<file path="src/rtl/sirq_pkg.sv">
package sirq_pkg;

  // Number of interrupt sources handled by the block
  localparam int unsigned SRC_COUNT = 14;

  // Register byte offsets
  localparam logic [7:0] OFS_MASK_SET = 8'h08;
  localparam logic [7:0] OFS_MASK_CLR = 8'h0C;
  localparam logic [7:0] OFS_MASK_RD  = 8'h10;
  localparam logic [7:0] OFS_STATUS   = 8'h14;

  // Bit index of each source; this order is decoded by software
  typedef enum int unsigned {
    SRC_RX_TRIG   = 0,
    SRC_RX_EMPTY  = 1,
    SRC_RX_FULL   = 2,
    SRC_TX_EMPTY  = 3,
    SRC_TX_FULL   = 4,
    SRC_RX_OVRUN  = 5,
    SRC_FRAME_ERR = 6,
    SRC_PARITY    = 7,
    SRC_RX_TMO    = 8,
    SRC_MODEM     = 9,
    SRC_TX_TRIG   = 10,
    SRC_TX_NFULL  = 11,
    SRC_TX_OVFL   = 12,
    SRC_RX_BREAK  = 13
  } src_idx_e;

endpackage

</file>
<file path="src/rtl/sirq_rst_sync.sv">
module sirq_rst_sync #(
  parameter int unsigned STAGES = 2
) (
  input  logic clk,
  input  logic rst_n,
  output logic rst_sync_n
);

  logic [STAGES-1:0] chain_q;
  logic [STAGES-1:0] chain_n;

  // Next state: shift a one in behind the asynchronous assertion
  always_comb begin
    chain_n = {chain_q[STAGES-2:0], 1'b1};
  end

  always_ff @(posedge clk or negedge rst_n) begin
    if (!rst_n) begin
      chain_q <= '0;
    end else begin
      chain_q <= chain_n;
    end
  end

  assign rst_sync_n = chain_q[STAGES-1];

endmodule

</file>
<file path="src/rtl/sirq_regdec.sv">
module sirq_regdec #(
  parameter int unsigned NSRC   = 14,
  parameter int unsigned DATA_W = 32,
  parameter int unsigned ADDR_W = 8
) (
  input  logic              we,
  input  logic [ADDR_W-1:0] addr,
  input  logic [DATA_W-1:0] wdata,
  input  logic [NSRC-1:0]   mask_q,
  input  logic [NSRC-1:0]   status_q,
  output logic [NSRC-1:0]   set_bits,
  output logic [NSRC-1:0]   clr_bits,
  output logic [NSRC-1:0]   ack_bits,
  output logic [DATA_W-1:0] rdata
);

  import sirq_pkg::*;

  localparam int unsigned HI_W = DATA_W - NSRC;

  logic hit_set;
  logic hit_clr;
  logic hit_mrd;
  logic hit_sts;
  logic [NSRC-1:0] wbits;
  logic unused_wdata_hi;

  assign hit_set = (addr == ADDR_W'(OFS_MASK_SET));
  assign hit_clr = (addr == ADDR_W'(OFS_MASK_CLR));
  assign hit_mrd = (addr == ADDR_W'(OFS_MASK_RD));
  assign hit_sts = (addr == ADDR_W'(OFS_STATUS));

  // Only the source field of the write data is used
  assign wbits           = wdata[NSRC-1:0];
  assign unused_wdata_hi = ^wdata[DATA_W-1:NSRC];

  always_comb begin
    set_bits = (we && hit_set) ? wbits : '0;
    clr_bits = (we && hit_clr) ? wbits : '0;
    ack_bits = (we && hit_sts) ? wbits : '0;
  end

  // Read mux; the strobe offsets and unmapped offsets read zero
  always_comb begin
    rdata = '0;
    if (hit_mrd) begin
      rdata = {{HI_W{1'b0}}, mask_q};
    end else if (hit_sts) begin
      rdata = {{HI_W{1'b0}}, status_q};
    end
  end

endmodule

</file>
<file path="src/rtl/sirq_mask.sv">
module sirq_mask #(
  parameter int unsigned NSRC = 14
) (
  input  logic            clk,
  input  logic            rst_n,
  input  logic [NSRC-1:0] set_bits,
  input  logic [NSRC-1:0] clr_bits,
  output logic [NSRC-1:0] mask_q
);

  logic [NSRC-1:0] mask_n;
  logic            mask_ce;

  // Clear is applied after set, so a clear always takes priority
  always_comb begin
    mask_ce = (|set_bits) | (|clr_bits);
    mask_n  = (mask_q | set_bits) & ~clr_bits;
  end

  always_ff @(posedge clk or negedge rst_n) begin
    if (!rst_n) begin
      mask_q <= '0;
    end else if (mask_ce) begin
      mask_q <= mask_n;
    end
  end


  mask_set_chk: assert property (@(posedge clk) disable iff (!rst_n)
    ((|set_bits) && !(|clr_bits)) |=> ((mask_q & $past(set_bits)) == $past(set_bits)));


  mask_clr_chk: assert property (@(posedge clk) disable iff (!rst_n)
    (|clr_bits) |=> ((mask_q & $past(clr_bits)) == '0));


  mask_hold_chk: assert property (@(posedge clk) disable iff (!rst_n)
    (!(|set_bits) && !(|clr_bits)) |=> $stable(mask_q));

endmodule

</file>
<file path="src/rtl/sirq_status.sv">
module sirq_status #(
  parameter int unsigned NSRC = 14
) (
  input  logic            clk,
  input  logic            rst_n,
  input  logic [NSRC-1:0] evt,
  input  logic [NSRC-1:0] ack_bits,
  output logic [NSRC-1:0] status_q
);

  // One sticky cell per source
  for (genvar i = 0; i < NSRC; i++) begin : g_cell
    logic cell_n;
    logic cell_ce;

    // An event on the same edge as a clear keeps the bit set
    always_comb begin
      cell_ce = evt[i] | ack_bits[i];
      cell_n  = evt[i];
    end

    always_ff @(posedge clk or negedge rst_n) begin
      if (!rst_n) begin
        status_q[i] <= 1'b0;
      end else if (cell_ce) begin
        status_q[i] <= cell_n;
      end
    end
  end


  evt_latch_chk: assert property (@(posedge clk) disable iff (!rst_n)
    (|evt) |=> ((status_q & $past(evt)) == $past(evt)));


  sticky_chk: assert property (@(posedge clk) disable iff (!rst_n)
    !(|ack_bits) |=> ((status_q & $past(status_q)) == $past(status_q)));


  ack_clr_chk: assert property (@(posedge clk) disable iff (!rst_n)
    (!(|evt) && (|ack_bits)) |=> ((status_q & $past(ack_bits)) == '0));

endmodule

</file>
<file path="src/rtl/sirq_hub.sv">
module sirq_hub #(
  parameter int unsigned NSRC     = sirq_pkg::SRC_COUNT,
  parameter int unsigned DATA_W   = 32,
  parameter int unsigned ADDR_W   = 8,
  parameter int unsigned RST_SYNC = 2
) (
  input  logic              clk,
  input  logic              rst_n,
  input  logic [NSRC-1:0]   evt_i,
  input  logic              reg_we,
  input  logic [ADDR_W-1:0] reg_addr,
  input  logic [DATA_W-1:0] reg_wdata,
  output logic [DATA_W-1:0] reg_rdata,
  output logic              irq_o
);

  logic            rst_sync_n;
  logic [NSRC-1:0] mask_q;
  logic [NSRC-1:0] status_q;
  logic [NSRC-1:0] set_bits;
  logic [NSRC-1:0] clr_bits;
  logic [NSRC-1:0] ack_bits;

  sirq_rst_sync #(.STAGES(RST_SYNC)) u_rst_sync (
    .clk        (clk),
    .rst_n      (rst_n),
    .rst_sync_n (rst_sync_n)
  );

  sirq_regdec #(.NSRC(NSRC), .DATA_W(DATA_W), .ADDR_W(ADDR_W)) u_regdec (
    .we       (reg_we),
    .addr     (reg_addr),
    .wdata    (reg_wdata),
    .mask_q   (mask_q),
    .status_q (status_q),
    .set_bits (set_bits),
    .clr_bits (clr_bits),
    .ack_bits (ack_bits),
    .rdata    (reg_rdata)
  );

  sirq_mask #(.NSRC(NSRC)) u_mask (
    .clk      (clk),
    .rst_n    (rst_sync_n),
    .set_bits (set_bits),
    .clr_bits (clr_bits),
    .mask_q   (mask_q)
  );

  sirq_status #(.NSRC(NSRC)) u_status (
    .clk      (clk),
    .rst_n    (rst_sync_n),
    .evt      (evt_i),
    .ack_bits (ack_bits),
    .status_q (status_q)
  );

  assign irq_o = |(mask_q & status_q);


  irq_nomask_chk: assert property (@(posedge clk) disable iff (!rst_sync_n)
    (mask_q == '0) |-> !irq_o);


  irq_nostat_chk: assert property (@(posedge clk) disable iff (!rst_sync_n)
    (status_q == '0) |-> !irq_o);


  rdata_hi_chk: assert property (@(posedge clk) disable iff (!rst_sync_n)
    reg_rdata[DATA_W-1:NSRC] == '0);

endmodule

</file>
<file path="config.mk">
export PLATFORM = sky130hd
export DESIGN_NAME = sirq_hub
export DESIGN_NICKNAME = d
export VERILOG_FILES = /design/src/rtl/sirq_pkg.sv /design/src/rtl/sirq_rst_sync.sv /design/src/rtl/sirq_regdec.sv /design/src/rtl/sirq_mask.sv /design/src/rtl/sirq_status.sv /design/src/rtl/sirq_hub.sv
export SDC_FILE = /design/constraint.sdc
export NUM_CORES = 1
export LEC_CHECK = 0
export BUFFER_PORTS_ARGS = -buffer_cell sky130_fd_sc_hd__buf_2
export CELL_PAD_IN_SITES_DETAIL_PLACEMENT = 0
export CELL_PAD_IN_SITES_GLOBAL_PLACEMENT = 2
export CORE_MARGIN = 2
export CORE_UTILIZATION = 30
export DETAILED_ROUTE_END_ITERATION = 7
export PLACE_DENSITY = 0.9
export SLEW_MARGIN = 20
export SYNTH_ARGS = -nofsm -noshare
export SYNTH_HDL_FRONTEND = slang
export SYNTH_HIERARCHICAL = 1
export SYNTH_SLANG_ARGS = --single-unit
</file>
<file path="constraint.sdc">
create_clock -name clk -period 2 [get_ports clk]
set_input_delay 0.1 -clock clk [delete_from_list [all_inputs] [get_ports clk]]
set_output_delay 0.1 -clock clk [all_outputs]
set_load 0.01 [all_outputs]
</file>
==> impl_metrics.py, run 1 <==
metrics = {
    "detailed_routing": {
        "wl_um": 4930,
        "first_iter_violations": 73,
        "viasPerCell": 4.63,
        "dr_total_vias": 1812,
        "drtAntennaViolNets": 0,
        "dr.pass1.iters": 4,
        "post_drt_wl_per_cell_um": 12.6,
        "drc_errors": 0,
    },
    "die": {
        "die_h_um": 89.3,
        "num_io_pins": 90,
        "core_um2": 7140,
        "initial_core_util": 0.306,
        "die_area_um2": 7980,
        "row_count": 31,
        "die_x_um": 89.3,
    },
    "sta": {
        "hold_viol": 0,
        "fin_ws_ns": 0.504,
        "fin_skew_ns": 0.00245,
        "fmax_ghz": 0.669,
        "fin_tns_setup_ns": 0,
        "min_period_ns": 1.50,
        "report.final.slew_viol_count": 0,
        "hold_ws_ns": 0.00886,
        "fin_crit_sh": 0.748,
        "slew_headroom": 0.560,
        "rsz0062_at_grt": "no",
        "setup-violations-final": 0,
        "worst_slew_pin_slew_ns": 0.661,
    },
    "place": {
        "gp_congestion": 0.702,
        "post-dp-hpwl_um": 3320,
        "portBuffers": 53,
        "dp.cells": 374,
        "dp_slack_ns": 0.419,
    },
    "flow_run": {
        "maxCapViolCount": 0,
    },
    "global_routing": {
        "antenna_found_initial": 0,
        "first_global_vias": 1754,
        "grt_pass1_wl_um": 8400,
        "grt_max_degree": 57,
        "grt_overflow_total": 0,
        "grt_usage": 0.135,
    },
    "cts": {
        "cts_setup_buffers": 0,
        "cts_root_buffer": "clkbuf_8",
        "insertion_delay_ns": 0.27,
        "cts_tree": "done",
        "cts_buffer_depth": 2,
        "htreeDepth": 2,
        "cts_num_sinks": 30,
        "cts_made_buffers": 5,
        "clkTransAtPathRegs_ns": 0.06,
    },
    "setup_path": {
        "worstSetupEndpointType": "output port",
        "crit_required_ns": 1.90,
        "cp.arrival_ns": 1.40,
        "path_max_fanout": 28,
        "path_class": "primary input to output port",
        "startpoint_type": "primary input",
    },
    "synthesis": {
        "ys_ff_latch": 30,
        "synth.avg_cell_area_um2": 9.26,
        "synth.distinct_cells": 28,
        "yosysWarningCount": 6,
        "synth_area_um2": 2180,
        "yosysSeqAreaShare": 0.344,
        "synth_cells": 236,
    },
    "final_layout": {
        "drive_gt1_frac": 0.305,
        "n_antenna_cell": 0,
        "fin_nets": 350,
        "fillCellCount": 773,
        "areaGrowthSynthToFinish_pct": 19.4,
        "stdcell_count": 391,
    },
    "run_status": {
        "outcome": "finished, final reports clean",
    },
    "power_and_ir_drop": {
        "ir_worst_vdd_v": 0.000248,
        "p_per_area_nw_per_um2": 523,
        "leakage_nw": 1.11,
    },
    "worst_hold_path": {
        "hp-class": "primary input to flip-flop",
    },
}
registers in the layout, summed over array words and instances (netlist names):
signal / cells
u_mask/mask_q: 14
u_rst_sync/chain_q: 2
u_status/status_q: 14
metal layers:
metal,vias up,share of wire,global-route usage
li1,889,-,-
met1,874,0.46,0.176
met2,41,0.47,0.222
met3,8,0.051,0.0342
met4,0,0.014,0.0407
met5,-,0,0
cells in the mapped netlist (all sizes together):
master | instances | area [um2]
a21o | 14 | 105
a221oi | 1 | 15.0
a22o | 1 | 8.76
a22oi | 5 | 37.5
and3 | 1 | 6.26
buf | 34 | 258
clkbuf | 3 | 21.3
conb | 2 | 7.51
dfrtp | 30 | 751
inv | 28 | 105
mux2i | 14 | 140
nand2 | 14 | 52.6
nand3 | 14 | 70.1
nand4 | 1 | 6.26
nor3 | 42 | 290
nor4 | 14 | 134
o21ba | 14 | 140
or3b | 1 | 8.76
or4 | 1 | 7.51
or4b | 2 | 20.0
power breakdown:
part,switching (mW),internal [mW]
combinational,0.141,0.102
sequential,0.0128,0.623
clock,0.219,0.265
cell type report:
class	instances	area, um2	share of cell area
Clock buffer	6	82.6	0.0317
Inverter	28	105	0.0403
Multi-Input combinational cell	158	1110	0.427
Sequential cell	30	751	0.288
Tap cell	99	124	0.0475
Timing Repair Buffer	70	433	0.166
timing repair:
action,CTS,global route
setup endpoints to repair,0,0
hold buffers,10,1
gates resized for setup,0,0
hold endpoints to repair,11,1
stage by stage:
step / utilization / instance area [um2] / total power [mW]
floorplan: - / 2250 / 0.819
global placement: 0.339 / 2420 / 0.875
detailed placement: 0.339 / 2420 / 0.878
CTS: 0.364 / 2600 / 1.39
global route: 0.366 / 2610 / 1.45
finish: 0.366 / 2610 / 1.36
path summary, 6_finish.rpt:
check / start / end / slack [ns] / cells past startpoint
worst max-delay path: reg_addr[3] / reg_rdata[0] / 0.50 / 4
worst min-delay path: evt_i[0] / u_status/status_q[0] / 0.009 / 2
worst max register to register: u_status/status_q[1] / u_status/status_q[1] / 1.29 / 1
worst min register to register: u_rst_sync/chain_q[1] / u_status/status_q[11] / 0.26 / 1
max in group asynchronous: u_rst_sync/chain_q[1] / u_mask/mask_q[1] / 1.46 / 1
min in group asynchronous: rst_n / u_rst_sync/chain_q[1] / 0.13 / 2
worst max-delay path, stage by stage:
cell	delay (ns)
buf_2	0.10
or3b_2	0.75
nor3_1	0.27
buf_2	0.16
kinds of logic after synthesis:
| group | Yosys count | synth area share |
|---|---|---|
| AND/OR/NAND/NOR | 90 | 0.273 |
| buffers and inverters | 65 | 0.176 |
| AO/OA/AOI/OAI | 35 | 0.140 |
| flip-flops | 30 | 0.344 |
| multiplexers | 14 | 0.0641 |
| other | 2 | 0.00344 |
cell usage in the layout (no fill, tap or decap), types with 2 or more instances in the layout:
cell | Yosys | final
conb_1 | 2 | 19
mux2i_1 | 14 | 14
buf_2 | 4 | 53
inv_1 | 28 | 28
dlygate4sd3_1 | 0 | 11
nand3_1 | 14 | 14
a21o_1 | 14 | 14
a22oi_1 | 5 | 5
nor3_2 | 16 | 16
nor4_2 | 5 | 5
o21ba_1 | 14 | 14
nor4_1 | 8 | 8
buf_4 | 19 | 5
clkbuf_8 | 1 | 6
nor3_1 | 26 | 26
dfrtp_1 | 30 | 30
nand2_1 | 14 | 14
or4b_1 | 2 | 2
Power figures use the tool's default switching activity.
==> inputs of run 2 (changes only) <==
--- a/config.mk
+++ b/config.mk
@@ -9,9 +9,9 @@
 export CELL_PAD_IN_SITES_DETAIL_PLACEMENT = 0
 export CELL_PAD_IN_SITES_GLOBAL_PLACEMENT = 2
 export CORE_MARGIN = 2
-export CORE_UTILIZATION = 30
+export CORE_UTILIZATION = 28
 export DETAILED_ROUTE_END_ITERATION = 7
-export PLACE_DENSITY = 0.9
+export PLACE_DENSITY = 0.85
 export SLEW_MARGIN = 20
 export SYNTH_ARGS = -nofsm -noshare
 export SYNTH_HDL_FRONTEND = slang
==> constraint.sdc (replaced) <==
create_clock -name clk -period 1.5 [get_ports clk]
set_input_delay 0.075 -clock clk [delete_from_list [all_inputs] [get_ports clk]]
set_output_delay 0.075 -clock clk [all_outputs]
set_load 0.01 [all_outputs]
==> impl_metrics.py, run 2 (synthesis results as in run 1) <==
metrics = {
    "detailed_routing": {
        "wl_um": 5160,
        "drtAntennaViolNets": 0,
        "dr.pass1.iters": 4,
        "drc_errors": 0,
        "post_drt_wl_per_cell_um": 12.9,
        "viasPerCell": 4.53,
        "first_iter_violations": 50,
        "dr_total_vias": 1817,
    },
    "power_and_ir_drop": {
        "leakage_nw": 1.17,
        "clockPowerShare": 0.364,
        "p_seq_frac": 0.450,
        "fin_total_pwr_mw": 1.88,
        "p_int_mw": 1.36,
        "p_per_area_nw_per_um2": 689,
        "ir_worst_vdd_v": 0.000408,
        "pwr-share-comb": 0.185,
        "p_sw_frac": 0.280,
        "p_switching_mw": 0.528,
    },
    "die": {
        "core_um2": 7650,
        "die_h_um": 92.3,
        "row_count": 32,
        "die_area_um2": 8520,
        "num_io_pins": 90,
        "die_x_um": 92.3,
        "initial_core_util": 0.286,
    },
    "setup_path": {
        "crit_required_ns": 1.42,
        "crit_slowest_cell": "dfrtp_1",
        "crit_end": "irq_o",
        "r2r_cells": 1,
        "cp-startpoint": "u_mask/mask_q[3]",
        "regToRegStartpoint": "u_status/status_q[9]",
        "worstSetupEndpointType": "output port",
        "cp.arrival_ns": 1.40,
        "crit_path_cell_trace": "a22o_1 -> a221oi_2 -> nand4_1 -> buf_2",
        "slowest_delay_ns": 0.39,
        "path_max_fanout": 3,
        "startpoint_type": "flip-flop",
        "timing.rr.end": "u_status/status_q[9]",
        "path_class": "flip-flop to output port",
        "r2r_slack_ns": 0.80,
    },
    "place": {
        "gp_congestion": 0.689,
        "dp.cells": 378,
        "post-dp-hpwl_um": 3360,
        "portBuffers": 53,
        "place_area_um2": 2480,
    },
    "cts": {
        "cts_tree": "done",
        "htreeDepth": 2,
        "clkTransAtPathRegs_ns": 0.07,
        "cts_buffer_depth": 2,
        "cts_setup_buffers": 0,
        "insertion_delay_ns": 0.28,
        "cts_num_sinks": 30,
        "cts_root_buffer": "clkbuf_8",
        "cts_made_buffers": 5,
    },
    "sta": {
        "setup-violations-final": 0,
        "report.final.slew_viol_count": 0,
        "fin_skew_ns": 0.00639,
        "hold_viol": 0,
        "fin_crit_sh": 0.981,
        "min_period_ns": 1.47,
        "rsz0062_at_grt": "yes",
        "hold_ws_ns": 0.104,
        "fmax_ghz": 0.680,
    },
    "final_layout": {
        "fin_nets": 355,
        "stdcell_count": 401,
        "final_cell_mix": "buf_2 (53), dfrtp_1 (30), inv_1 (28)",
        "biggestRegsByFlops": "u_mask/mask_q: 14 flops, u_status/status_q: 14 flops, u_rst_sync/chain_q: 2 flops",
        "areaGrowthSynthToFinish_pct": 25.1,
        "final_common_cell": "buf_2",
        "n_antenna_cell": 0,
        "drive_gt1_frac": 0.314,
        "fin_area_um2": 2730,
    },
    "worst_hold_path": {
        "hp-class": "primary input to async pin",
    },
    "flow_run": {
        "maxCapViolCount": 0,
    },
    "global_routing": {
        "grt_max_degree": 57,
        "grt_overflow_total": 0,
        "grt_usage": 0.129,
        "antenna_found_initial": 0,
        "grt_pass1_wl_um": 8760,
        "first_global_vias": 1792,
    },
    "run_status": {
        "outcome": "finished, final reports clean",
    },
}
-- run 2: critical path: cells and delay by family, from the launching register on --
family / cells / cell delay, ns
compound gates: 2 / 0.43
flops: 1 / 0.39
buf+inv: 1 / 0.16
simple gates: 1 / 0.13
-- run 2: worst min-delay path by stage --
stage	endpoint	slack [ns]	cells past startpoint
2_1_floorplan	u_rst_sync/chain_q[0]	-0.22	0
3_3_place_gp	u_rst_sync/chain_q[0]	-0.14	1
3_5_place_dp	u_rst_sync/chain_q[1]	-0.14	1
4_1_cts	u_rst_sync/chain_q[1]	0.09	2
5_1_grt	u_rst_sync/chain_q[1]	0.09	2
6_report	u_rst_sync/chain_q[1]	0.10	2
-- run 2: power groups by stage --
stage | logic [mW] | clock network [mW] | registers [mW]
2_1_floorplan | 0.224 | 0 | 0.868
3_3_place_gp | 0.316 | 0 | 0.861
3_5_place_dp | 0.321 | 0 | 0.861
4_1_cts | 0.352 | 0.719 | 0.846
5_1_grt | 0.387 | 0.754 | 0.851
6_report | 0.349 | 0.686 | 0.848
-- run 2: final cells by class --
cell class	instances	area (um2)
Fill cell	807	4910
Sequential cell	30	751
Clock inverter	1	5.00
Timing Repair Buffer	75	531
Clock buffer	7	86.3
Multi-Input combinational cell	158	1130
Inverter	28	105
Tap cell	102	128
-- run 2: repair_timing --
| action | 4_1_cts | 5_1_grt |
|---|---|---|
| hold endpoints to repair | 16 | 0 |
| hold buffers | 15 | 0 |
| endpoints found under the setup margin | 0 | 1 |
| resized for setup | 0 | 3 |
-- run 2: layer usage --
metal | GRT usage | wire, um | up-vias
li1 | - | - | 908
met1 | 0.167 | 2420 | 862
met2 | 0.211 | 2430 | 43
met3 | 0.0325 | 265 | 4
met4 | 0.0410 | 35 | 0
met5 | 0 | 0 | -
-- run 2: stage by stage --
step | TNS [ns] | util | setup slack [ns]
finish | 0 | 0.357 | 0.0289
global route | -0.0219 | 0.357 | -0.0219
CTS | 0 | 0.356 | 0.0125
detailed placement | 0 | 0.324 | 0.0196
global placement | 0 | 0.324 | 0.0220
floorplan | 0 | - | 0.120
